## src/rtl/mcc_pkg.sv

```systemverilog
package mcc_pkg;

  localparam int OP_W = 6;
  localparam int FN_W = 6;

  localparam logic [OP_W-1:0] OP_RTYPE = 6'h00;
  localparam logic [OP_W-1:0] OP_JUMP  = 6'h02;
  localparam logic [OP_W-1:0] OP_BEQ   = 6'h04;
  localparam logic [OP_W-1:0] OP_ADDI  = 6'h08;
  localparam logic [OP_W-1:0] OP_ANDI  = 6'h0C;
  localparam logic [OP_W-1:0] OP_LOAD  = 6'h23;
  localparam logic [OP_W-1:0] OP_STORE = 6'h2B;

  localparam logic [FN_W-1:0] FN_ADD  = 6'h20;
  localparam logic [FN_W-1:0] FN_ADDU = 6'h21;
  localparam logic [FN_W-1:0] FN_SUB  = 6'h22;
  localparam logic [FN_W-1:0] FN_SUBU = 6'h23;
  localparam logic [FN_W-1:0] FN_AND  = 6'h24;
  localparam logic [FN_W-1:0] FN_OR   = 6'h25;
  localparam logic [FN_W-1:0] FN_SLT  = 6'h2A;

  localparam logic [3:0] ALU_AND = 4'b0000;
  localparam logic [3:0] ALU_OR  = 4'b0001;
  localparam logic [3:0] ALU_ADD = 4'b0010;
  localparam logic [3:0] ALU_SUB = 4'b0110;
  localparam logic [3:0] ALU_SLT = 4'b0111;

  localparam logic [1:0] SB_REG  = 2'd0;
  localparam logic [1:0] SB_STEP = 2'd1;
  localparam logic [1:0] SB_IMM  = 2'd2;
  localparam logic [1:0] SB_BOFF = 2'd3;

  localparam logic [1:0] PS_ALU = 2'd0;
  localparam logic [1:0] PS_TGT = 2'd1;
  localparam logic [1:0] PS_JMP = 2'd2;
  localparam logic [1:0] PS_VEC = 2'd3;

  typedef enum logic [3:0] {
    S_FETCH, S_DECODE, S_MADDR, S_MREAD, S_MWB, S_MWRITE,
    S_REXEC, S_RWB, S_BRANCH, S_JUMP, S_IEXEC, S_IWB,
    S_XUND, S_XOVF
  } state_e;

  typedef enum logic [2:0] {
    K_RTYPE, K_LOAD, K_STORE, K_BEQ, K_JUMP, K_ADDI, K_ANDI, K_BAD
  } kind_e;

  typedef struct packed {
    logic       mem_rd;
    logic       mem_wr;
    logic       iord;
    logic       ir_we;
    logic       mdr_we;
    logic       a_we;
    logic       b_we;
    logic       aluout_we;
    logic       reg_wr;
    logic       reg_dst;
    logic       mem_to_reg;
    logic       src_a;
    logic [1:0] src_b;
    logic [3:0] alu_ctl;
    logic       pc_we;
    logic       pc_cond;
    logic [1:0] pc_src;
    logic       epc_we;
    logic       cause_val;
  } ctl_t;

  // Control word for a state; fields not named stay zero.
  function automatic ctl_t ctl_for(state_e s, logic [3:0] r_alu, logic [3:0] i_alu);
    ctl_t c;
    c = '0;
    case (s)
      S_FETCH: begin
        c.mem_rd = 1'b1; c.ir_we = 1'b1; c.src_b = SB_STEP;
        c.alu_ctl = ALU_ADD; c.pc_we = 1'b1; c.pc_src = PS_ALU;
      end
      S_DECODE: begin
        c.a_we = 1'b1; c.b_we = 1'b1; c.aluout_we = 1'b1;
        c.src_b = SB_BOFF; c.alu_ctl = ALU_ADD;
      end
      S_MADDR: begin
        c.src_a = 1'b1; c.src_b = SB_IMM; c.alu_ctl = ALU_ADD; c.aluout_we = 1'b1;
      end
      S_MREAD: begin
        c.mem_rd = 1'b1; c.iord = 1'b1; c.mdr_we = 1'b1;
      end
      S_MWB: begin
        c.reg_wr = 1'b1; c.mem_to_reg = 1'b1;
      end
      S_MWRITE: begin
        c.mem_wr = 1'b1; c.iord = 1'b1;
      end
      S_REXEC: begin
        c.src_a = 1'b1; c.src_b = SB_REG; c.alu_ctl = r_alu; c.aluout_we = 1'b1;
      end
      S_RWB: begin
        c.reg_wr = 1'b1; c.reg_dst = 1'b1;
      end
      S_BRANCH: begin
        c.src_a = 1'b1; c.src_b = SB_REG; c.alu_ctl = ALU_SUB;
        c.pc_cond = 1'b1; c.pc_src = PS_TGT;
      end
      S_JUMP: begin
        c.pc_we = 1'b1; c.pc_src = PS_JMP;
      end
      S_IEXEC: begin
        c.src_a = 1'b1; c.src_b = SB_IMM; c.alu_ctl = i_alu; c.aluout_we = 1'b1;
      end
      S_IWB: begin
        c.reg_wr = 1'b1;
      end
      S_XUND: begin
        c.pc_we = 1'b1; c.pc_src = PS_VEC; c.epc_we = 1'b1; c.cause_val = 1'b0;
      end
      S_XOVF: begin
        c.pc_we = 1'b1; c.pc_src = PS_VEC; c.epc_we = 1'b1; c.cause_val = 1'b1;
      end
      default: ;
    endcase
    return c;
  endfunction

endpackage

```

## src/rtl/mcc_decode.sv

```systemverilog
module mcc_decode
  import mcc_pkg::*;
(
  input  logic [OP_W-1:0] opcode,
  input  logic [FN_W-1:0] funct,
  output kind_e           kind,
  output logic [3:0]      r_alu,
  output logic [3:0]      i_alu,
  output logic            ovf_trap
);

  logic fn_known;

  always_comb begin
    fn_known = 1'b1;
    r_alu    = ALU_ADD;
    case (funct)
      FN_ADD, FN_ADDU: r_alu = ALU_ADD;
      FN_SUB, FN_SUBU: r_alu = ALU_SUB;
      FN_AND:          r_alu = ALU_AND;
      FN_OR:           r_alu = ALU_OR;
      FN_SLT:          r_alu = ALU_SLT;
      default:         fn_known = 1'b0;
    endcase
  end

  assign ovf_trap = (funct == FN_ADD) || (funct == FN_SUB);
  assign i_alu    = (opcode == OP_ANDI) ? ALU_AND : ALU_ADD;

  always_comb begin
    case (opcode)
      OP_RTYPE: kind = fn_known ? K_RTYPE : K_BAD;
      OP_LOAD:  kind = K_LOAD;
      OP_STORE: kind = K_STORE;
      OP_BEQ:   kind = K_BEQ;
      OP_JUMP:  kind = K_JUMP;
      OP_ADDI:  kind = K_ADDI;
      OP_ANDI:  kind = K_ANDI;
      default:  kind = K_BAD;
    endcase
  end

endmodule

```

## src/rtl/mcc_seq.sv

```systemverilog
module mcc_seq
  import mcc_pkg::*;
(
  input  logic       clk,
  input  logic       rst,
  input  kind_e      kind,
  input  logic [3:0] r_alu,
  input  logic [3:0] i_alu,
  input  logic       ovf_trap,
  input  logic       alu_ovf,
  output ctl_t       ctl_q
);

  state_e state_q, state_d;
  ctl_t   ctl_d;

  always_comb begin
    state_d = S_FETCH;
    case (state_q)
      S_FETCH:  state_d = S_DECODE;
      S_DECODE: begin
        case (kind)
          K_RTYPE:         state_d = S_REXEC;
          K_LOAD, K_STORE: state_d = S_MADDR;
          K_BEQ:           state_d = S_BRANCH;
          K_JUMP:          state_d = S_JUMP;
          K_ADDI, K_ANDI:  state_d = S_IEXEC;
          default:         state_d = S_XUND;
        endcase
      end
      S_MADDR:  state_d = (kind == K_LOAD) ? S_MREAD : S_MWRITE;
      S_MREAD:  state_d = S_MWB;
      S_REXEC:  state_d = (ovf_trap && alu_ovf) ? S_XOVF : S_RWB;
      S_IEXEC:  state_d = S_IWB;
      default:  state_d = S_FETCH;
    endcase
  end

  // Outputs come from a register loaded with the next state's decode.
  assign ctl_d = ctl_for(state_d, r_alu, i_alu);

  always_ff @(posedge clk) begin
    if (rst) begin
      state_q <= S_FETCH;
      ctl_q   <= ctl_for(S_FETCH, ALU_ADD, ALU_ADD);
    end else begin
      state_q <= state_d;
      ctl_q   <= ctl_d;
    end
  end

endmodule

```

## src/rtl/mcc_exc.sv

```systemverilog
module mcc_exc #(
  parameter int ADDR_W  = 32,
  parameter int CAUSE_W = 32,
  parameter int PC_STEP = 4
) (
  input  logic               clk,
  input  logic               rst,
  input  logic               epc_we,
  input  logic               cause_val,
  input  logic [ADDR_W-1:0]  pc_in,
  output logic [ADDR_W-1:0]  epc_q,
  output logic [CAUSE_W-1:0] cause_q
);

  localparam logic [ADDR_W-1:0] STEP = ADDR_W'(PC_STEP);

  always_ff @(posedge clk) begin
    if (rst) begin
      epc_q   <= '0;
      cause_q <= '0;
    end else if (epc_we) begin
      epc_q   <= pc_in - STEP;
      cause_q <= CAUSE_W'(cause_val);
    end
  end

endmodule

```

## src/rtl/mc_ctrl.sv

```systemverilog
module mc_ctrl
  import mcc_pkg::*;
#(
  parameter int ADDR_W  = 32,
  parameter int CAUSE_W = 32,
  parameter int PC_STEP = 4
) (
  input  logic               clk,
  input  logic               rst,
  input  logic [5:0]         ir_opcode,
  input  logic [5:0]         ir_funct,
  input  logic               alu_ovf,
  input  logic [ADDR_W-1:0]  pc_in,
  output logic               mem_rd,
  output logic               mem_wr,
  output logic               iord,
  output logic               ir_we,
  output logic               mdr_we,
  output logic               a_we,
  output logic               b_we,
  output logic               aluout_we,
  output logic               reg_wr,
  output logic               reg_dst,
  output logic               mem_to_reg,
  output logic               alu_src_a,
  output logic [1:0]         alu_src_b,
  output logic [3:0]         alu_ctl,
  output logic               pc_we,
  output logic               pc_cond,
  output logic [1:0]         pc_src,
  output logic [ADDR_W-1:0]  epc,
  output logic [CAUSE_W-1:0] cause
);

  kind_e      kind;
  logic [3:0] r_alu, i_alu;
  logic       ovf_trap;
  ctl_t       ctl_q;

  mcc_decode dec_i (
    .opcode   (ir_opcode),
    .funct    (ir_funct),
    .kind     (kind),
    .r_alu    (r_alu),
    .i_alu    (i_alu),
    .ovf_trap (ovf_trap)
  );

  mcc_seq seq_i (
    .clk      (clk),
    .rst      (rst),
    .kind     (kind),
    .r_alu    (r_alu),
    .i_alu    (i_alu),
    .ovf_trap (ovf_trap),
    .alu_ovf  (alu_ovf),
    .ctl_q    (ctl_q)
  );

  mcc_exc #(.ADDR_W(ADDR_W), .CAUSE_W(CAUSE_W), .PC_STEP(PC_STEP)) exc_i (
    .clk       (clk),
    .rst       (rst),
    .epc_we    (ctl_q.epc_we),
    .cause_val (ctl_q.cause_val),
    .pc_in     (pc_in),
    .epc_q     (epc),
    .cause_q   (cause)
  );

  assign mem_rd     = ctl_q.mem_rd;
  assign mem_wr     = ctl_q.mem_wr;
  assign iord       = ctl_q.iord;
  assign ir_we      = ctl_q.ir_we;
  assign mdr_we     = ctl_q.mdr_we;
  assign a_we       = ctl_q.a_we;
  assign b_we       = ctl_q.b_we;
  assign aluout_we  = ctl_q.aluout_we;
  assign reg_wr     = ctl_q.reg_wr;
  assign reg_dst    = ctl_q.reg_dst;
  assign mem_to_reg = ctl_q.mem_to_reg;
  assign alu_src_a  = ctl_q.src_a;
  assign alu_src_b  = ctl_q.src_b;
  assign alu_ctl    = ctl_q.alu_ctl;
  assign pc_we      = ctl_q.pc_we;
  assign pc_cond    = ctl_q.pc_cond;
  assign pc_src     = ctl_q.pc_src;

endmodule

```

## config.mk

```make
export PLATFORM = sky130hd
export DESIGN_NAME = mc_ctrl
export DESIGN_NICKNAME = d
export VERILOG_FILES = /design/src/rtl/mcc_pkg.sv /design/src/rtl/mcc_decode.sv /design/src/rtl/mcc_seq.sv /design/src/rtl/mcc_exc.sv /design/src/rtl/mc_ctrl.sv
export SDC_FILE = /design/constraint.sdc
export NUM_CORES = 1
export LEC_CHECK = 0
export ABC_AREA = 1
export ABC_CLOCK_PERIOD_IN_PS = 1400
export BUFFER_PORTS_ARGS = -buffer_cell sky130_fd_sc_hd__buf_2
export CAP_MARGIN = 20
export CORE_ASPECT_RATIO = 0.8
export CORE_MARGIN = 2
export CORE_UTILIZATION = 38
export DETAILED_ROUTE_END_ITERATION = 10
export HOLD_SLACK_MARGIN = 0.05
export PLACE_DENSITY = 0.66
export SLEW_MARGIN = 20
export SYNTH_ARGS = -nofsm -noshare
export SYNTH_HDL_FRONTEND = slang
export SYNTH_SLANG_ARGS = --single-unit
```

## constraint.sdc

```tcl
create_clock -name clk -period 1.4 [get_ports clk]
set_input_delay 0 -clock clk [delete_from_list [all_inputs] [get_ports clk]]
set_output_delay 0 -clock clk [all_outputs]
set_load 0.01 [all_outputs]
```

## Yosys cells after proc, flatten, opt, wreduce, memory -nomap -nowiden

Index checks and enable logic that the tools add are counted.

- Flip-flop bits (word level): 61
- Bits of input ports: 47

- Equal/unequal tests: 37
- Muxes and demuxes: 25
- $add $sub $neg: 1
- Reduce and logical (&&, ||, !) cells: 17

Operator list:

| operator | number |
|---|---|
| 6-bit == test, second input constant | 9 |
| 6-bit case mux with 6 select lines | 1 |
| 32-bit by 3-bit subtractor with 32-bit output, second input constant | 1 |
| 4-bit == test, second input constant | 7 |
| 4-bit case mux with 6 select lines | 1 |
| 3-bit case mux with 7 select lines | 1 |
| 4-bit by 3-bit == test with 1-bit output, second input constant | 5 |
| 4-bit case mux with 5 select lines | 1 |
| 4-bit by 2-bit == test with 1-bit output, second input constant | 4 |
| 1-bit two-way mux | 13 |
| 6-bit by 4-bit == test with 1-bit output, second input constant | 2 |
| 3-bit case mux with 4 select lines | 1 |
| 2-bit OR reduction | 6 |
| 4-bit OR reduction | 3 |
| 3-bit == test, second input constant | 3 |
| 4-bit by 1-bit == test with 1-bit output, second input constant | 2 |
| 4-bit zero test | 2 |
| 7-bit OR reduction | 1 |
| 3-bit by 2-bit == test with 1-bit output, second input constant | 2 |
| 6-bit by 2-bit == test with 1-bit output, second input constant | 1 |
| 6-bit by 3-bit == test with 1-bit output, second input constant | 1 |
| 6-bit zero test | 1 |
| 3-bit two-way mux | 2 |
| 2-bit case mux with 3 select lines | 1 |
| 8 further kinds | 9 |

## Depth between registers and ports, before layout

Gate-level depths: netlist (run 1).

- Word-level depth: 12
- Gate-level depth with buffers: 14
- Depth with buffers taken out: 14

## Modules after synthesis

Synthesis (run 1) repeated with hierarchy kept, for this count alone.

- Cells, all modules: 593
- Area, all modules: 3,797.4 µm²

Modules (own cells, without submodules):

| module | cells an instance | times used | sequential area each (µm²) | area an instance (µm²) |
|---|---|---|---|---|
| mcc_exc | 383 | 1 | 660.6 | 2,368.5 |
| mcc_seq | 146 | 1 | 540.5 | 1,119.8 |
| mcc_decode | 64 | 1 | 0.0 | 309.0 |

## Least setup slack after synthesis (run 1)

OpenSTA, ideal clock, no wires.

- Kind: register -> register
- From: register seq_i.state_q[2]
- To: register seq_i.ctl_q[6] (netlist name)
- Clock period less this slack: 1,456 ps
- Data arrival time: 1,392 ps
- Required time: 1,336 ps
- Slack: -56 ps
- Cell stages (with the launch flop): 10
- Buffers on the path: 0
- Cells stage by stage: dfxtp_1 nor2_2 inv_2 nor3_4 nand3b_1 nand2_2 inv_2 nor3_2 nand2_1 nor2_1

- Longest elaborated chain between the ends: 4
- Elaborated cells on any way between the ends: 14
- Classes of those cells: eq/ne (10); mux (2); reduce/logical (2)

RTL lines:

| item | line | text |
|---|---|---|
| start: declaration | mcc_seq.sv:14 | `state_e state_q, state_d;` |
| start signal: assignment | mcc_seq.sv:47 | `state_q <= state_d;` |
| 4-bit == test (tied with other cells) | mcc_seq.sv:19 | `case (state_q)` |
| 4-bit case mux with 6 select lines * | mcc_seq.sv:19 |  |
| 4-bit == test (tied with other cells) | mcc_pkg.sv:74 | `case (s)` |
| 6-bit case mux with 6 select lines * | mcc_pkg.sv:74 |  |

Mark *: on every way between the ends. The rest lies on a longest branch, timed or not.
A chain may end at the register's enable or synchronous reset.

## Worst setup path after layout (run 1)

- From: register seq_i.state_q[3]
- To: register seq_i.ctl_q[2] (netlist name)

- Longest elaborated chain between the ends: 5
- Elaborated cells on any way between the ends: 13
- Classes of those cells: eq/ne (9); mux (2); reduce/logical (2)

RTL lines:

| item | line |
|---|---|
| 4-bit == test (tied with other cells) | mcc_seq.sv:19 |
| 4-bit case mux with 6 select lines * | mcc_seq.sv:19 |
| 4-bit == test | mcc_pkg.sv:74 |
| 2-bit OR reduction (no source line) | - |
| 2-bit case mux with 3 select lines * | mcc_pkg.sv:74 |

Marked as above.

==> out/results.ini, run 1 <==
[timing]
rsz0062_at_grt=true
drv_slew=0
fmax_mhz=637
layout_min_cycle_time_ps=1570
finClkSkew_ps=4.68
hold_viol=0
setup_viol=14
worst_slack_ps=-169
fin_crit_sh=1.12

[synth]
synth_edf_count=0
ys_seq_elements=59
ys_seq_area_frac=0.361
ys_types=37
synth.cell_area_um2=3270
async_flop_share=0
synth_cells=466
ys.flop_type=dfxtp_1
yosysWarningCount=0
avgSynthCellArea_um2=7.03

[die]
start_util=0.389
die_y_um=87.0
die_x_um=108
die_area_um2=9380
design.core.area_um2=8410
ioPinCount=133
row_count=30

[drt]
via_count=3521
drc=0
wl_mm=9.39
firstDrtPassIters=4
via_per_inst=4.65
drtAntennaViolNets=0
drt_iter0_markers=86
post_drt_wl_per_cell_um=12.4

[finish]
final_common_cell=buf_2
final_cell_mix=buf_2, nor2_1, inv_1, dfxtp_1, buf_4
drive_above_1_share=0.378
syn_to_final_growth_pct=45.8
post-route-util=0.568
num-fill-cells=809
stdcell_count=758
multi_input_area_um2=1790
finalInstanceArea_um2=4770
num-nets-final=689
n_antenna_cell=0
seq_area_um2=1190

[clock_tree]
cts_root_buf=clkbuf_8
htreeDepth=3
clockBufferDepth=2
clk_pin_slew_worst_paths_ps=70
worstSkewPairLatency_ps=330
cts_tree=done
cts.sinks=59
cts_buffers=9

[grt]
groute.layer.met2.usage=0.323
busiest_layer=met2
grt_usage=0.203
antenna_found_initial=0
grt_pass1_vias=3266
overflow=0
grt_pass1_wl_mm=15.2
grt_max_degree=31
grtUsageMet1=0.258
grtUsageMet3=0.0546

[worst_setup_path]
worstPathArrival_ps=1840
critPathKind=flop to flop
startpoint_type=flop
cp_top_family=simple AND/OR/NAND/NOR gates
cpMaxStageDelayCell=dfxtp_2
cp_max_fo=6
path_cells=nor2_4, inv_2, nor2_2, nand2_1, nand2_1, nor2_2, nand2_2, a21oi_4, nand4_4, buf_4, a21oi_2
endpoint_kind=flop
crit_buf_inv=2
max_stage_delay_ps=360
crit_required_ps=1670

[worst_hold_path]
hold_class=input pin to flop

[power_and_ir_drop]
p_int_mw=3.23
p_leak_nw=2.49
power_density_nw_per_um2=957
ir_drop_uv=555
p_total_mw=4.57
pwr-share-seq=0.406
p_sw_frac=0.294
p_clk_frac=0.357
p_sw_mw=1.34
p_comb_frac=0.237

[outcome]
failed_checks=setup timing
status=finished with violations

[placed_design]
io_buffers=100
dp.final_hpwl_mm=6.60
placed_cells=713
pre_cts_slack_ps=-254
post_dp_cell_area_um2=4110
routabilityCongestion=0.892

[job]
max-cap-violations=0

==> layer usage <==
| layer | routed length [µm] | up-vias | share of wire |
|---|---|---|---|
| met3 | 576 | 27 | 0.061 |
| met2 | 4360 | 125 | 0.46 |
| met5 | 0 | - | 0 |
| met1 | 4210 | 1595 | 0.45 |
| li1 | - | 1774 | - |
| met4 | 249 | 0 | 0.027 |
==> final timing paths <==
check                    from                to  slack (ps)  cells past startpoint
max reg2reg  seq_i.state_q[3]    seq_i.ctl_q[2]        -170                     11
min                  pc_in[9]    exc_i.epc_q[9]          70                      5
max          seq_i.state_q[3]    seq_i.ctl_q[2]        -170                     11
min reg2reg    seq_i.ctl_q[0]  exc_i.cause_q[0]         460                      2
==> power groups by stage <==
stage	combinational, mW	sequential (mW)	clock, mW
floorplan	0.499	1.94	0
global placement	0.879	1.89	0
detailed placement	0.896	1.89	0
CTS	1.01	1.86	1.65
global route	1.19	1.87	1.75
finish	1.08	1.86	1.63
==> per-stage QoR <==
| step | setup TNS [ps] | hold WS, ps |
|---|---|---|
| 6_report | -1400 | 66.8 |
| 5_1_grt | -3410 | 61.1 |
| 4_1_cts | -426 | 50.4 |
| 3_5_place_dp | -3330 | 211 |
| 3_3_place_gp | -1970 | 198 |
| 2_1_floorplan | -120 | 94.2 |
==> layout make-up <==
class                           instances  share of cell area
Clock buffer                           12              0.0346
Clock inverter                          4             0.00996
Inverter                               72              0.0577
Multi-Input combinational cell        321               0.374
Sequential cell                        59               0.249
Tap cell                              112              0.0294
Timing Repair Buffer                  178               0.245
==> Yosys cell counts (all sizes together), types with 6 or more instances <==
cell | n | area share
nor3 | 6 | 0.016
nand2 | 48 | 0.060
nor2 | 103 | 0.13
dfxtp | 59 | 0.36
clkbuf | 8 | 0.0092
inv | 72 | 0.083
a21oi | 18 | 0.030
xnor2 | 7 | 0.019
nand3 | 27 | 0.047
buf | 37 | 0.081
o21ai | 37 | 0.057
o211ai | 8 | 0.018
nand4 | 9 | 0.024
xor2 | 9 | 0.024
==> cells by family (layout without fill, tap and decap cells) <==
| group | count (synthesis) | after routing | synth area share |
|---|---|---|---|
| adders and majority gates | 1 | 1 | 0.00382 |
| DFF | 59 | 59 | 0.361 |
| other | 1 | 32 | 0.00115 |
| AOI/OAI and AO/OA | 70 | 70 | 0.120 |
| buffers and inverters | 117 | 266 | 0.172 |
| xor gates and xnor gates | 16 | 16 | 0.0428 |
| and+or+nand+nor | 202 | 202 | 0.299 |
==> tightest hold or removal path: stages <==
cell      delay, ps
buf_2           100
o21ai_0          80
nand3_1          70
o211ai_1         80
inv_1            50
==> state kept, by name, summed over array words and instances, names as in the netlist <==
signal and cells:
seq_i.ctl_q 22, exc_i.cause_q 1, exc_i.epc_q 32, seq_i.state_q 4
==> repair_timing <==
action / CTS / global route
resized for setup: 29 / 24
setup endpoints to repair: 15 / 22
hold endpoints to repair: 27 / 0
gates cloned: 0 / 0
setup buffers: 6 / 3
hold buffers: 22 / 0
pin swaps: 13 / 10
(Power assumes the default switching activity.)
==> run 2, diff against run 1 <==
--- a/config.mk
+++ b/config.mk
@@ -6,7 +6,6 @@
 export NUM_CORES = 1
 export LEC_CHECK = 0
 export ABC_AREA = 1
-export ABC_CLOCK_PERIOD_IN_PS = 1400
 export BUFFER_PORTS_ARGS = -buffer_cell sky130_fd_sc_hd__buf_2
 export CAP_MARGIN = 20
 export CORE_ASPECT_RATIO = 0.8
@@ -14,8 +13,9 @@
 export CORE_UTILIZATION = 38
 export DETAILED_ROUTE_END_ITERATION = 10
 export HOLD_SLACK_MARGIN = 0.05
-export PLACE_DENSITY = 0.66
+export PLACE_DENSITY = 0.64
 export SLEW_MARGIN = 20
 export SYNTH_ARGS = -nofsm -noshare
 export SYNTH_HDL_FRONTEND = slang
+export SYNTH_HIERARCHICAL = 1
 export SYNTH_SLANG_ARGS = --single-unit
==> out/results.ini, run 2 <==
[outcome]
status=finished with violations
failed_checks=setup timing

[synth]
yosysMostFrequentCell=nor2_1
netlist.area_leader.share=0.316
ys_types=34
async_flop_share=0
synth.cell_area_um2=3800
synth_edf_count=0
ys_seq_area_frac=0.316
ys_seq_elements=60
yosys-top-cells-count=nor2_1, nand2_1, inv_1, dfxtp_1, nand3_1
synth.largest_area_cell=dfxtp_1
avgSynthCellArea_um2=6.40
ys.flop_type=dfxtp_1
synth_cells=593
synthTopCellsByArea=dfxtp_1, nor2_1, nand2_1
yosysWarningCount=6

[die]
start_util=0.392
die_area_um2=10800
ioPinCount=133
die_x_um=116
design.core.area_um2=9690
row_count=32
die_y_um=93.4

[drt]
drt_iter0_markers=256
firstDrtPassIters=5
drc=0
via_per_inst=4.66
drtAntennaViolNets=0
via_count=4128
wl_mm=11.5
post_drt_wl_per_cell_um=13.0

[job]
max-cap-violations=0

[clock_tree]
clk_pin_slew_worst_paths_ps=60
cts_root_buf=clkbuf_16
cts.sinks=60
cts_tree=done
worstSkewPairLatency_ps=340
clockBufferDepth=2
htreeDepth=3
cts_buffers=9

[power_and_ir_drop]
ir_drop_uv=607
p_int_mw=4.06
p_leak_nw=2.78
pwr-share-seq=0.336
p_comb_frac=0.214
p_sw_frac=0.283
power_density_nw_per_um2=1070
p_sw_mw=1.60
p_clk_frac=0.450
p_total_mw=5.66

[worst_setup_path]
worstPathArrival_ps=1780
crit_required_ps=1670
cp_max_fo=5
endpoint_kind=flop
critPathKind=flop to flop
startpoint_type=flop

[placed_design]
routabilityCongestion=0.949
io_buffers=101
dp.final_hpwl_mm=8.54
placed_cells=842

[finish]
num-fill-cells=969
stdcell_count=886
n_antenna_cell=0
top_regs=exc_i/epc_q x32, seq_i/ctl_q x23, seq_i/state_q x4
seq_area_um2=1210
largest_register_ffs=32
num-nets-final=793
final_cell_mix=nand2_1, buf_2, nor2_1, inv_1, dfxtp_1
top_register=exc_i/epc_q
drive_above_1_share=0.329
multi_input_area_um2=2230
syn_to_final_growth_pct=39.0

[timing]
fin_crit_sh=1.08
drv_slew=0
fmax_mhz=661
hold_viol=0
finClkSkew_ps=8.70
layout_min_cycle_time_ps=1510
setup-tns-final_ps=-473
rsz0062_at_grt=true
worst_slack_ps=-113
setup_viol=6

[grt]
grt_pass1_vias=3670
grt_pass1_wl_mm=17.7
grt_usage=0.210
grt_max_degree=34
overflow=0
antenna_found_initial=0

[worst_hold_path]
hold_class=input pin to flop

## run 2: cell types whose count changed after synthesis, moves of 6 or more
cell,delta
nand2_1,+63
nand3_1,+24
nor2_1,+19
inv_1,+15
o21ai_0,-14
nor2_2,+8
nand4_1,+7
nor2_4,+7
o211ai_1,-6
xnor2_1,-6
## run 2: power groups by stage
stage,combinational (mW),sequential (mW),clock (mW)
after detailed placement,1.05,1.93,0
after global routing,1.33,1.91,2.66
after floorplan,0.628,1.98,0
final,1.21,1.90,2.55
after global placement,1.05,1.93,0
after CTS,1.13,1.90,2.59
## run 2: timing repair
item                                    in CTS  in global routing
hold buffers                                19                  0
setup buffers                                4                  6
gates resized for setup                     12                 37
pin swaps                                    7                 26
hold endpoints to repair                    17                  0
cloned                                       0                  0
endpoints found under the setup margin       8                 29
## run 2: cell type report
class                           instances  area share
Clock buffer                           11      0.0441
Multi-Input combinational cell        426       0.422
Inverter                               92      0.0659
Timing Repair Buffer                  156       0.188
Clock inverter                          5      0.0190
Tap cell                              136      0.0322
Sequential cell                        60       0.229
## run 2: critical path, stage by stage, from the launching register on
cell      delay [ps]
dfxtp_4          360
buf_6            120
nor2_4           110
nand3b_1         240
nand3_2          180
nand2_2           80
nor2_4           180
nand3_2          120
o21ai_2           70
## run 2: per-stage QoR
step / cell area (µm²) / hold slack [ps] / utilization / setup slack, ps
finish: 5280 / 68.1 / 0.545 / -113
floorplan: 3970 / 93.7 / - / -65.1
CTS: 5110 / 62.1 / 0.527 / -1.81
detailed placement: 4520 / 234 / 0.467 / -367
global placement: 4520 / 227 / 0.467 / -311
global route: 5280 / 83.9 / 0.545 / -183
## run 2: cell families (layout without fill, tap and decap cells)
kind of cell    count (synthesis)  count (layout)  share of synthesized area
compound gates                 54              54                     0.0807
xor+xnor                        8               8                     0.0185
fa+ha+maj                       1               1                    0.00329
buf+inv                       140             264                      0.176
flops                          60              60                      0.316
other cells                     2              35                    0.00198
simple gates                  328             328                      0.404
## run 2: per-layer routing
layer  track usage  share of wire
met1         0.303           0.49
met2         0.306           0.42
met3        0.0480          0.080
met4        0.0704          0.016
met5             0              0
## run 2: final timing paths
| kind | startpoint | to | slack [ps] | depth (start not counted) |
|---|---|---|---|---|
| hold reg to reg | seq_i/ctl_q[0] | exc_i/cause_q[0] | 470 | 2 |
| setup / recovery | seq_i/state_q[3] | seq_i/ctl_q[2] | -110 | 8 |
| setup reg to reg | seq_i/state_q[3] | seq_i/ctl_q[2] | -110 | 8 |
| hold / removal | pc_in[24] | exc_i/epc_q[24] | 70 | 5 |
==> run 3, diff against run 2 <==
--- a/config.mk
+++ b/config.mk
@@ -6,14 +6,14 @@
 export NUM_CORES = 1
 export LEC_CHECK = 0
 export ABC_AREA = 1
-export BUFFER_PORTS_ARGS = -buffer_cell sky130_fd_sc_hd__buf_2
+export BUFFER_PORTS_ARGS = -buffer_cell sky130_fd_sc_hd__buf_4
 export CAP_MARGIN = 20
 export CORE_ASPECT_RATIO = 0.8
 export CORE_MARGIN = 2
-export CORE_UTILIZATION = 38
+export CORE_UTILIZATION = 46
 export DETAILED_ROUTE_END_ITERATION = 10
 export HOLD_SLACK_MARGIN = 0.05
-export PLACE_DENSITY = 0.64
+export PLACE_DENSITY = 0.75
 export SLEW_MARGIN = 20
 export SYNTH_ARGS = -nofsm -noshare
 export SYNTH_HDL_FRONTEND = slang
==> constraint.sdc (replaced) <==
create_clock -name clk -period 1.4 [get_ports clk]
set_input_delay 0.07 -clock clk [delete_from_list [all_inputs] [get_ports clk]]
set_output_delay 0.07 -clock clk [all_outputs]
set_load 0.01 [all_outputs]
==> out/results.ini, run 3 (synthesis results as in run 2) <==
[outcome]
status=finished with violations
failed_checks=setup timing

[worst_setup_path]
cp_max_fo=5
critPathKind=input pin to flop
worstPathArrival_ps=1760
startpoint_type=input pin
crit_required_ps=1670
endpoint_kind=flop

[placed_design]
post_dp_cell_area_um2=4710
io_buffers=101
dp.final_hpwl_mm=8.31
placed_cells=810
routabilityCongestion=0.974

[power_and_ir_drop]
p_sw_frac=0.300
p_comb_frac=0.257
pwr-share-seq=0.385
p_sw_mw=1.49
ir_drop_uv=563
power_density_nw_per_um2=929
p_leak_nw=2.74
p_int_mw=3.47
p_total_mw=4.96
p_clk_frac=0.359

[timing]
finClkSkew_ps=6.04
layout_min_cycle_time_ps=1480
fin_crit_sh=1.06
setup_viol=6
drv_slew=0
setup-tns-final_ps=-383
worst_slack_ps=-84.1
hold_viol=0
rsz0062_at_grt=true
fmax_mhz=674

[die]
design.core.area_um2=7980
start_util=0.476
die_area_um2=9000
row_count=29
ioPinCount=133
die_x_um=106
die_y_um=85.3

[grt]
grtUsageMet1=0.351
grt_pass1_vias=3708
overflow=0
busiest_layer=met2
grt_max_degree=34
groute.layer.met2.usage=0.384
antenna_found_initial=0
grt_pass1_wl_mm=17.8
grt_usage=0.249
grtUsageMet3=0.0492

[finish]
stdcell_count=850
post-route-util=0.669
num-fill-cells=706
finalInstanceArea_um2=5340
largest_register_ffs=32
final_common_cell=buf_4
final_cell_mix=buf_4, nor2_1, nand2_1, inv_1, dfxtp_1
n_antenna_cell=0
drive_above_1_share=0.338
top_regs=exc_i/epc_q x32, seq_i/ctl_q x23, seq_i/state_q x4
num-nets-final=786
syn_to_final_growth_pct=40.6
top_register=exc_i/epc_q

[job]
max-cap-violations=0

[clock_tree]
cts_tree=done
htreeDepth=3
cts.sinks=60
cts_buffers=9
clockBufferDepth=2
clk_pin_slew_worst_paths_ps=70
worstSkewPairLatency_ps=340
cts_root_buf=clkbuf_8

[drt]
firstDrtPassIters=4
via_count=4057
wl_mm=11.2
drc=0
drtAntennaViolNets=0
via_per_inst=4.77
drt_iter0_markers=310
post_drt_wl_per_cell_um=13.2

[worst_hold_path]
hold_class=input pin to flop

[run 3: cell count changes in the layout (fill, tap and decap cells not counted), sizes merged]
cell and change:
clkinvlp +1, clkinv -1, dlymetal6s4s -1, dlygate4sd3 -6
bufinv -1
[run 3: worst paths after layout]
check / start / end / slack (ps) / depth (start not counted)
max: ir_opcode[4] / seq_i/ctl_q[2] / -80 / 16
min: pc_in[23] / exc_i/epc_q[23] / 70 / 5
max reg2reg: seq_i/state_q[3] / seq_i/ctl_q[16] / -50 / 8
min reg2reg: seq_i/ctl_q[0] / exc_i/cause_q[0] / 460 / 2
[run 3: cell type report]
type	count	area (µm²)	share of cell area
Sequential cell	60	1210	0.226
Multi-Input combinational cell	426	2260	0.423
Tap cell	108	135	0.0253
Clock inverter	4	72.6	0.0136
Timing Repair Buffer	149	1170	0.219
Inverter	92	345	0.0647
Clock buffer	11	151	0.0284
[run 3: metrics by stage]
step | setup slack [ps] | hold slack [ps]
floorplan | -135 | 164
global placement | -440 | 265
finish | -84.1 | 67.5
detailed placement | -464 | 278
global route | -206 | 88.3
CTS | -20.6 | 50.2
[run 3: timing repair]
item                                    CTS  global route
setup buffers                            11             2
pin swaps                                21             9
gates resized for setup                  25            27
endpoints found under the setup margin    9            18
hold endpoints to repair                 12             0
hold buffers                             12             0
[run 3: power groups by stage]
stage	combinational (mW)	sequential, mW	clock, mW
final	1.27	1.91	1.78
after global routing	1.38	1.92	1.90
after CTS	1.19	1.91	1.83
after detailed placement	1.11	1.94	0
after global placement	1.10	1.93	0
after floorplan	0.628	1.98	0
[run 3: worst max-delay path, stage by stage]
cell	delay (ps)
buf_6	100
nor2_4	190
nand3_4	130
nand2_2	100
inv_2	30
nand2_2	100
nand3_4	120
nor2_4	130
nand2_2	60
nand2_2	90
nand2_2	70
nor2_4	130
nand2_2	80
nor2_4	170
nand3_2	120
o21ai_2	60
[run 3: layer usage]
metal,wire (µm),vias to the layer above
li1,-,2057
met1,5210,1818
met2,4950,165
met3,850,17
met4,221,0
met5,0,-
